$ cat src/rtl/seg_serial_rx.sv
`timescale 1ns/1ps
module seg_serial_rx #(
  parameter int SEG_BITS       = 50,
  parameter int NUM_REGS       = 4,
  parameter int RESET_CYCLES   = 200000,
  parameter int REFRESH_CYCLES = 3000000
) (
  input  logic                         clk,
  input  logic                         pwr_good,
  input  logic                         ser_ce,
  input  logic                         ser_clk,
  input  logic                         ser_dat,
  input  logic                         ser_sel,
  output logic                         rdy,
  output logic [3:0]                   mode_out,
  output logic [SEG_BITS*NUM_REGS-1:0] seg_out,
  output logic                         refresh_late
);
  localparam int TOT = SEG_BITS * NUM_REGS;
  localparam int RCW = $clog2(RESET_CYCLES + 1);
  localparam int WCW = $clog2(REFRESH_CYCLES + 1);
  localparam logic [3:0] CODE_CHAIN = 4'b1010;
  localparam logic [3:0] CODE_CLEAR = 4'b1111;

  logic [2:0] ce_s, ck_s, dt_s, sl_s;
  logic [RCW-1:0] rst_cnt;
  logic in_frame, is_mode;
  logic [3:0] mode_sr, mode_q;
  logic [TOT-1:0] sh, seg_q;
  logic [NUM_REGS-1:0] pick, lat_mask, done, nxt_done;
  logic [WCW-1:0] win;
  logic chain, mode_ok, commit;

  always_ff @(posedge clk or negedge pwr_good)
    if (!pwr_good) begin
      ce_s <= '0; ck_s <= '0; dt_s <= '0; sl_s <= '0;
    end else begin
      ce_s <= {ce_s[1:0], ser_ce};
      ck_s <= {ck_s[1:0], ser_clk};
      dt_s <= {dt_s[1:0], ser_dat};
      sl_s <= {sl_s[1:0], ser_sel};
    end

  wire ce_rise   = ce_s[1] & ~ce_s[2];
  wire ce_fall   = ~ce_s[1] & ce_s[2];
  wire ck_rise   = ck_s[1] & ~ck_s[2];
  wire din       = dt_s[1];
  wire frame_end = in_frame & ce_fall;
  wire bit_evt   = in_frame & ce_s[1] & ck_rise;

  always_comb begin
    for (int r = 0; r < NUM_REGS; r++) pick[r] = (mode_q == 4'(r + 1));
    chain    = (mode_q == CODE_CHAIN);
    mode_ok  = chain | (|pick);
    lat_mask = chain ? '1 : pick;
    commit   = frame_end & ~is_mode & mode_ok;
    nxt_done = done | (commit ? lat_mask : '0);
  end

  always_ff @(posedge clk or negedge pwr_good)
    if (!pwr_good) begin
      rst_cnt <= '0;
      rdy     <= 1'b0;
    end else if (!rdy) begin
      if (rst_cnt == RCW'(RESET_CYCLES - 1)) rdy <= 1'b1;
      else rst_cnt <= rst_cnt + 1'b1;
    end

  always_ff @(posedge clk or negedge pwr_good)
    if (!pwr_good) begin
      in_frame <= 1'b0;
      is_mode  <= 1'b0;
    end else if (rdy && ce_rise) begin
      in_frame <= 1'b1;
      is_mode  <= sl_s[1];
    end else if (ce_fall) begin
      in_frame <= 1'b0;
    end

  always_ff @(posedge clk or negedge pwr_good)
    if (!pwr_good) begin
      mode_sr <= '0;
      mode_q  <= '0;
    end else begin
      if (bit_evt && is_mode) mode_sr <= {mode_sr[2:0], din};
      if (frame_end && is_mode) mode_q <= mode_sr;
    end

  always_ff @(posedge clk or negedge pwr_good)
    if (!pwr_good) sh <= '0;
    else if (frame_end && is_mode && mode_sr == CODE_CLEAR) sh <= '0;
    else if (bit_evt && !is_mode) begin
      if (chain) sh <= {sh[TOT-2:0], din};
      else
        for (int r = 0; r < NUM_REGS; r++)
          if (pick[r])
            sh[TOT-SEG_BITS*(r+1) +: SEG_BITS] <= {sh[TOT-SEG_BITS*(r+1) +: SEG_BITS-1], din};
    end

  always_ff @(posedge clk or negedge pwr_good)
    if (!pwr_good) seg_q <= '0;
    else if (frame_end && !is_mode) begin
      if (chain) seg_q <= sh;
      else
        for (int r = 0; r < NUM_REGS; r++)
          if (pick[r])
            seg_q[TOT-SEG_BITS*(r+1) +: SEG_BITS] <= sh[TOT-SEG_BITS*(r+1) +: SEG_BITS];
    end

  always_ff @(posedge clk or negedge pwr_good)
    if (!pwr_good) begin
      done         <= '0;
      win          <= '0;
      refresh_late <= 1'b0;
    end else if (&nxt_done) begin
      done         <= '0;
      win          <= '0;
      refresh_late <= 1'b0;
    end else begin
      done <= nxt_done;
      if (|nxt_done) begin
        if (win == WCW'(REFRESH_CYCLES - 1)) refresh_late <= 1'b1;
        else win <= win + 1'b1;
      end
    end

  assign mode_out = mode_q;
  assign seg_out  = seg_q;
endmodule


$ cat config.mk
export PLATFORM = sky130hd
export DESIGN_NAME = seg_serial_rx
export DESIGN_NICKNAME = d
export VERILOG_FILES = /design/src/rtl/seg_serial_rx.sv
export SDC_FILE = /design/constraint.sdc
export NUM_CORES = 1
export LEC_CHECK = 0
export ABC_AREA = 1
export ABC_CLOCK_PERIOD_IN_PS = 1610
export BUFFER_PORTS_ARGS = -buffer_cell sky130_fd_sc_hd__buf_2
export CORE_UTILIZATION = 29
export DETAILED_ROUTE_END_ITERATION = 8
export PLACE_DENSITY = 0.51
export SYNTH_ARGS = -nofsm -noshare
export SYNTH_HDL_FRONTEND = slang
export SYNTH_SLANG_ARGS = --single-unit
$ cat constraint.sdc
create_clock -name clk -period 1.61 [get_ports clk]
set_input_delay 0.0805 -clock clk [delete_from_list [all_inputs] [get_ports clk]]
set_output_delay 0.0805 -clock clk [all_outputs]
set_load 0.01 [all_outputs]
==> out/results.tsv, run 1 <==
stage	metric	value	unit
status	status	finished, violations left	
status	failing checks	setup timing	
timing	worst setup margin	-0.05170	ns
finish	share of cells above drive strength 1	21.95	%
detailed_routing	final wirelength	48780	um
global_route	total grt overflow	0	
timing	Final Hold Fails	0	
place	estimated wirelength of the detail-placed design	29890	um
synthesis	Post-synth EDFFs	0	
detailed_routing	wire per inst	15.43	um
timing	Final Skew	0.02893	ns
critical_path	Worst path max stage delay	0.43	ns
timing	RSZ-0062 raised after global routing	true	
critical_path	Req. time, crit path	2.07	ns
die	die width	255.8	um
synthesis	top-area cell type share of the netlist area	62.42	%
timing	final setup violation count	89	
die	Core Box Area	63310	um^2
critical_path	worst r2r src	mode_out[1]	
timing	max-slew violation count	0	
synthesis	dominant cells by area after synthesis	dfrtp_1, o21ai_0, nand2_1, inv_1, a211oi_1	
critical_path	crit-path most repeated cell	nand2_2	
synthesis	ys flop type	dfrtp_1	
finish	commonest cells after routing, fill and taps aside	dfrtp_1, nand2_1, o21ai_0	
global_route	GRT Resource Usage Total	13.89	%
power	Peak VDD IR	0.0006942	V
global_route	initial antenna violation count	2	
synthesis	synth unique cells	30	
synthesis	Synth Area per Inst	9.441	um^2
synthesis	Synth Net Count	1987	
critical_path	CP max-delay cell	dfrtp_1	
cts	Clock Latency Late Sink	0.60	ns
die	overall die area	65440	um^2
timing	Hold Slack	0.1453	ns
detailed_routing	DR vias/cell	4.546	
die	Initial Util	29.51	%
synthesis	register area share after synthesis	62.42	%
global_route	largest net degree at the start of global routing	101	
critical_path	Crit Path Category	register to register	
finish	Final nets	2280	
die	Die Height	255.8	um
synthesis	Synth Instances	1979	
critical_path	crit end category	register	
critical_path	crit-path max FO	54	
synthesis	area leader, netlist	dfrtp_1	
finish	commonest non-fill, non-tap cell in the layout	dfrtp_1	
critical_path	Crit. Startpoint	mode_out[1]	
power	total power	24.49	mW
detailed_routing	drt first pass iters	5	
global_route	first-pass GRT wire length	75070	um
die	FP Rows	92	
timing	crit share post-route	103.2	%
critical_path	CP arrival	2.12	ns
critical_path	CP Cell Sequence	inv_2, nor2_2, nand2_2, nand2_2, buf_4, o21a_4, buf_12, nand3_1, o21ai_0	
cts	clock buffer depth	3	
flow_run	# Max-Cap Violations	0	
timing	maximum clock rate	0.6018	GHz
power	PD cells	1015	nW/um^2
place	routability cong.	0.8707	
power	Leak	11.81	nW
synthesis	Ys Warns	0	
die	I/O Pins	212	
cts	clk sink count	466	
global_route	vias in the first global route	13938	
cts	CTS tree	done	
cts	CTS Buf Count	53	
cts	Reg clk slew, reported paths	0.06	ns
cts	clock root buffer	clkbuf_16	
timing	Rel. slew slack	34.56	%
detailed_routing	DR iter-0 viols	970	
detailed_routing	DRC Markers	0	
timing	Tmin final	1.662	ns
worst_hold_path	Min-Delay Path Class	input port to register	
timing	slew at the pin closest to its max-slew limit	0.9816	ns
finish	fillers	6361	
place	PortBufs	211	
worst_hold_path	hold path startpoint	ser_dat	
cts	H-tree depth	2	
synthesis	asr flop ratio synth	100.0	%
detailed_routing	Detail Route Antenna Nets	0	
detailed_routing	Vias	14374	
synthesis	mapped cell area	18680	um^2
finish	area grow syn2layout	29.13	%
finish	Core Util, Final	38.11	%
synthesis	Seq cells post-synth	466	
critical_path	crit start category	register	
## metal layers
layer | wire [um] | vias up | track usage (%)
li1 | - | 6997 | -
met1 | 23350 | 7006 | 19.45
met2 | 22080 | 296 | 21.68
met3 | 2382 | 75 | 2.981
met4 | 972 | 0 | 3.759
met5 | 0 | - | 0
## power breakdown
part           total, mW  switching, mW  internal [mW]
clock network       12.4           4.98           7.46
registers           11.7        0.00867           11.7
logic              0.317          0.253         0.0645
total               24.5           5.24           19.2
## cell families after synthesis
group                    count (synthesis)  synth area share (%)
AO/OA/AOI/OAI                          434                 13.17
XOR/XNOR                                29                 1.359
adder cells (fa/ha/maj)                  2                0.1339
buffers and inverters                  360                 7.815
flip-flops                             466                 62.42
AND/OR/NAND/NOR                        688                 15.11
## sequential cells by signal (all words and copies together), names as in the netlist, 2 cells and up
signal and count:
sl_s 2, sh 200, seg_out 200, mode_sr 4, mode_out 4, dt_s 2
rst_cnt 18, ck_s 3, done 4, win 22, ce_s 3
## what timing repair did
action                                  4_1_cts  5_1_grt
endpoints found under the hold margin       470        0
endpoints found under the setup margin      120      448
setup buffers                                 2        6
hold buffers                                  6        0
pin swaps                                     3        5
gates resized for setup                      42       78
gates cloned                                  1       15
## cell usage after synthesis, drive strengths merged, types with 10 or more instances
cell,instances
a211oi,100
buf,54
clkbuf,61
dfrtp,466
inv,244
nand2,366
nand3,119
nand4,16
nor2,175
nor3,10
o21ai,303
o22ai,22
xor2,22
## final cells by class
type / instances / area [um^2] / share of cell area [%]
antenna: 2 / 5.005 / 0.02074
clock buffer: 74 / 1536 / 6.369
multi-input combinational: 1153 / 5907 / 24.48
inverter: 245 / 927.1 / 3.843
clock inverter: 23 / 272.8 / 1.131
tap: 846 / 1059 / 4.388
timing repair buffer: 353 / 2756 / 11.43
sequential: 466 / 11660 / 48.34
## metrics by stage
step	TNS, ns	cells	cell area (um^2)	setup WS [ns]
global placement	-0.9915	3033	21450	-0.09045
finish	-1.261	3162	24130	-0.05170
detailed placement	-2.074	3033	21450	-0.1156
CTS	-0.9517	3139	23500	-0.04373
global route	-29.55	3162	24130	-0.1755
floorplan	0	1979	18680	0.01693
## critical path: cells and delay by family (launching register included)
family	cells	cell delay (ns)
flip-flops	1	0.43
buffers and inverters	3	0.42
AO/OA/AOI/OAI	2	0.35
AND/OR/NAND/NOR	4	0.30
## final timing paths
| check | end | slack [ns] | depth (start not counted) |
|---|---|---|---|
| worst max register to register | sh[177] | -0.05 | 9 |
| max in group asynchronous | sh[89] | 0.44 | 3 |
| worst min-delay path | dt_s[0] | 0.15 | 2 |
| worst min register to register | sl_s[1] | 0.37 | 0 |
| min in group asynchronous | seg_out[11] | 0.16 | 3 |
| worst max-delay path | sh[177] | -0.05 | 9 |
Note: power is estimated with default switching activity, not from simulation.
==> run 2: changes to the inputs <==
RECOVER_POWER = 25   (was unset)
==> run 2 against run 1 <==
The flow still finishes with violations (setup timing); critical path depth is the same; critical endpoint unchanged; sequential share of layout area is 0.11 points higher; largest cell class unchanged; worst hold slack better by 0.0021 ns; clock power hardly changed; cell count unchanged; first-iteration DRC count up 0.82%; count of clock-buffer cells in the layout unchanged; maximum frequency down 0.31%; total power barely moved; largest power group unchanged; via count about the same; critical path type unchanged; setup slack lost 0.0052 ns.
==> out/results.tsv, run 2 (same netlist as run 1, synthesis figures left out) <==
stage	metric	value	unit	change
critical_path	Worst Path Buf+Inv	3		unchanged
finish	fillers	6373		+0.19%
power	Leak	11.78	nW	-0.30%
cts	clk sink count	466		unchanged
global_route	M2 GR Usage	21.68	%	unchanged
timing	final setup violation count	92		+3.4%
global_route	first-pass GRT wire length	75070	um	unchanged
detailed_routing	wire per inst	15.47	um	+0.29%
finish	Final nets	2280		unchanged
power	Net Switching	5.249	mW	+0.14%
status	failing checks	setup timing		
status	status	finished, violations left		
detailed_routing	DR iter-0 viols	978		+0.82%
timing	Rel. slew slack	31.04	%	-3.5 points
detailed_routing	final wirelength	48920	um	+0.29%
critical_path	crit start category	register		
worst_hold_path	Min-Delay Path Class	input port to register		
critical_path	CP max-delay cell	dfrtp_1		
power	PD cells	1017	nW/um^2	+0.20%
timing	setup TNS	-1.359	ns	-0.09865 ns
timing	Final Skew	0.02633	ns	-0.002602 ns
cts	Clock Latency Late Sink	0.60	ns	about the same
critical_path	crit end category	register		
cts	CTS tree	done		
place	DP Area	21450	um^2	unchanged
timing	max-slew violation count	0		unchanged
place	PortBufs	211		unchanged
power	Comb pwr share	1.2	%	about the same
die	Core Box Area	63310	um^2	unchanged
place	routability cong.	0.8707		unchanged
timing	Final Hold Fails	0		unchanged
cts	clock buffer depth	3		unchanged
cts	clock root buffer	clkbuf_16		
critical_path	Crit Path Category	register to register		
detailed_routing	DRC Markers	0		unchanged
critical_path	R2R setup slack	-0.06	ns	about the same
finish	share of cells above drive strength 1	21.65	%	-0.30 points
critical_path	CP Cell Sequence	inv_2, nor2_2, nand2_2, nand2_2, buf_4, o21a_4, buf_12, nand3_1, o21ai_0		
die	FP Rows	92		unchanged
critical_path	Top Family by Delay on Critical Path	flip-flops		
critical_path	Req. time, crit path	2.07	ns	about the same
timing	maximum clock rate	0.5999	GHz	-0.31%
detailed_routing	Detail Route Antenna Nets	0		unchanged
detailed_routing	DR vias/cell	4.544		about the same
die	die width	255.8	um	unchanged
global_route	initial antenna violation count	2		unchanged
finish	area grow syn2layout	28.83	%	
timing	slew at the pin closest to its max-slew limit	1.034	ns	+0.05282 ns
place	dpl ws	-0.1156	ns	unchanged
critical_path	crit-path most repeated cell	nand2_2		
power	internal power	19.23	mW	about the same
die	Die Height	255.8	um	unchanged
global_route	largest net degree at the start of global routing	101		unchanged
timing	RSZ-0062 raised after global routing	true		
critical_path	CP arrival	2.13	ns	about the same
timing	Hold Slack	0.1474	ns	+0.002120 ns
finish	commonest non-fill, non-tap cell in the layout	dfrtp_1		
global_route	total grt overflow	0		unchanged
finish	Core Util, Final	38.02	%	-0.089 points
global_route	grt met3 use	2.981	%	unchanged
cts	H-tree depth	2		unchanged
detailed_routing	Vias	14369		-0.035%
critical_path	crit-path max FO	54		unchanged
cts	CTS Buf Count	53		unchanged
finish	post-route cell area	24070	um^2	-0.23%
global_route	GRT Resource Usage Total	13.89	%	unchanged
power	Clk network pwr share	50.8	%	about the same
timing	worst setup margin	-0.05687	ns	-0.005177 ns
flow_run	# Max-Cap Violations	0		unchanged
critical_path	Worst path max stage delay	0.43	ns	about the same
power	Peak VDD IR	0.0006959	V	+0.25%
timing	Tmin final	1.667	ns	+0.005177 ns
global_route	vias in the first global route	13938		unchanged
power	Seq pwr share	47.9	%	about the same
die	Initial Util	29.51	%	unchanged
global_route	met1 GRT Util	19.45	%	unchanged
place	estimated wirelength of the detail-placed design	29890	um	unchanged
global_route	GR peak layer	met2		
detailed_routing	drt first pass iters	6		+1
timing	crit share post-route	103.5	%	+0.32 points
die	I/O Pins	212		unchanged
power	sw frac	21.44	%	+0.039 points
cts	Reg clk slew, reported paths	0.06	ns	about the same
die	overall die area	65440	um^2	unchanged
finish	commonest cells after routing, fill and taps aside	dfrtp_1, nand2_1, o21ai_0		
-- run 2: cell types whose count changed in the layout (fill, tap and decap cells not counted) --
cell      previous run  this run
buf_12              19        17
buf_4               87        79
clkbuf_1             9        16
clkbuf_2             0         2
clkbuf_4             0         1
-- run 2: power by group through the flow --
stage	Sequential, mW	Combinational, mW	Clock [mW]
floorplan	11.9	0.00486	0
global placement	11.9	0.317	0
detailed placement	11.9	0.324	0
CTS	11.7	0.342	12.9
global route	11.7	0.359	13.3
finish	11.7	0.301	12.4
-- run 2: through the flow --
step	power, mW	instances
final	24.48	3162
after global routing	25.40	3162
after CTS	24.95	3139
after detailed placement	12.27	3033
after global placement	12.26	3033
after floorplan	11.95	1979
-- run 2: cell type report --
cell class / count / area (um^2) / share of cell area [%]
clock inverters: 23 / 272.8 / 1.133
diodes: 2 / 5.005 / 0.02079
multi-input cells: 1153 / 5907 / 24.54
inverters: 245 / 927.1 / 3.852
well taps: 846 / 1059 / 4.398
flip-flops and latches: 466 / 11660 / 48.45
clock buffers: 74 / 1536 / 6.384
repair buffers: 353 / 2700 / 11.22
-- run 2: layer usage --
| metal | vias to the layer above | wire length, um |
|---|---|---|
| li1 | 7005 | - |
| met1 | 6994 | 23370 |
| met2 | 296 | 22180 |
| met3 | 74 | 2374 |
| met4 | 0 | 983 |
| met5 | - | 0 |
-- run 2: what timing repair did --
action | 4_1_cts | 5_1_grt
hold buffers | 6 | 0
gates resized for setup | 42 | 78
cloned | 1 | 15
hold endpoints to repair | 470 | 0
setup endpoints to repair | 120 | 448
buffers inserted | 2 | 6
pin swaps | 3 | 5
-- run 2: path summary, 6_finish.rpt --
kind | to | cells past startpoint | from
setup / recovery | sh[177] | 9 | mode_out[1]
hold / removal | dt_s[0] | 2 | ser_dat
setup reg to reg | sh[177] | 9 | mode_out[1]
hold reg to reg | sl_s[1] | 0 | sl_s[0]
max in group asynchronous | sh[189] | 4 | pwr_good
min in group asynchronous | ck_s[0] | 3 | pwr_good
-- run 2: worst reg2reg max path: cells and delay by family, from the launching register on --
kind            cells  cell delay, ns
buf+inv             3            0.42
compound gates      2            0.35
flops               1            0.43
simple gates        4            0.33
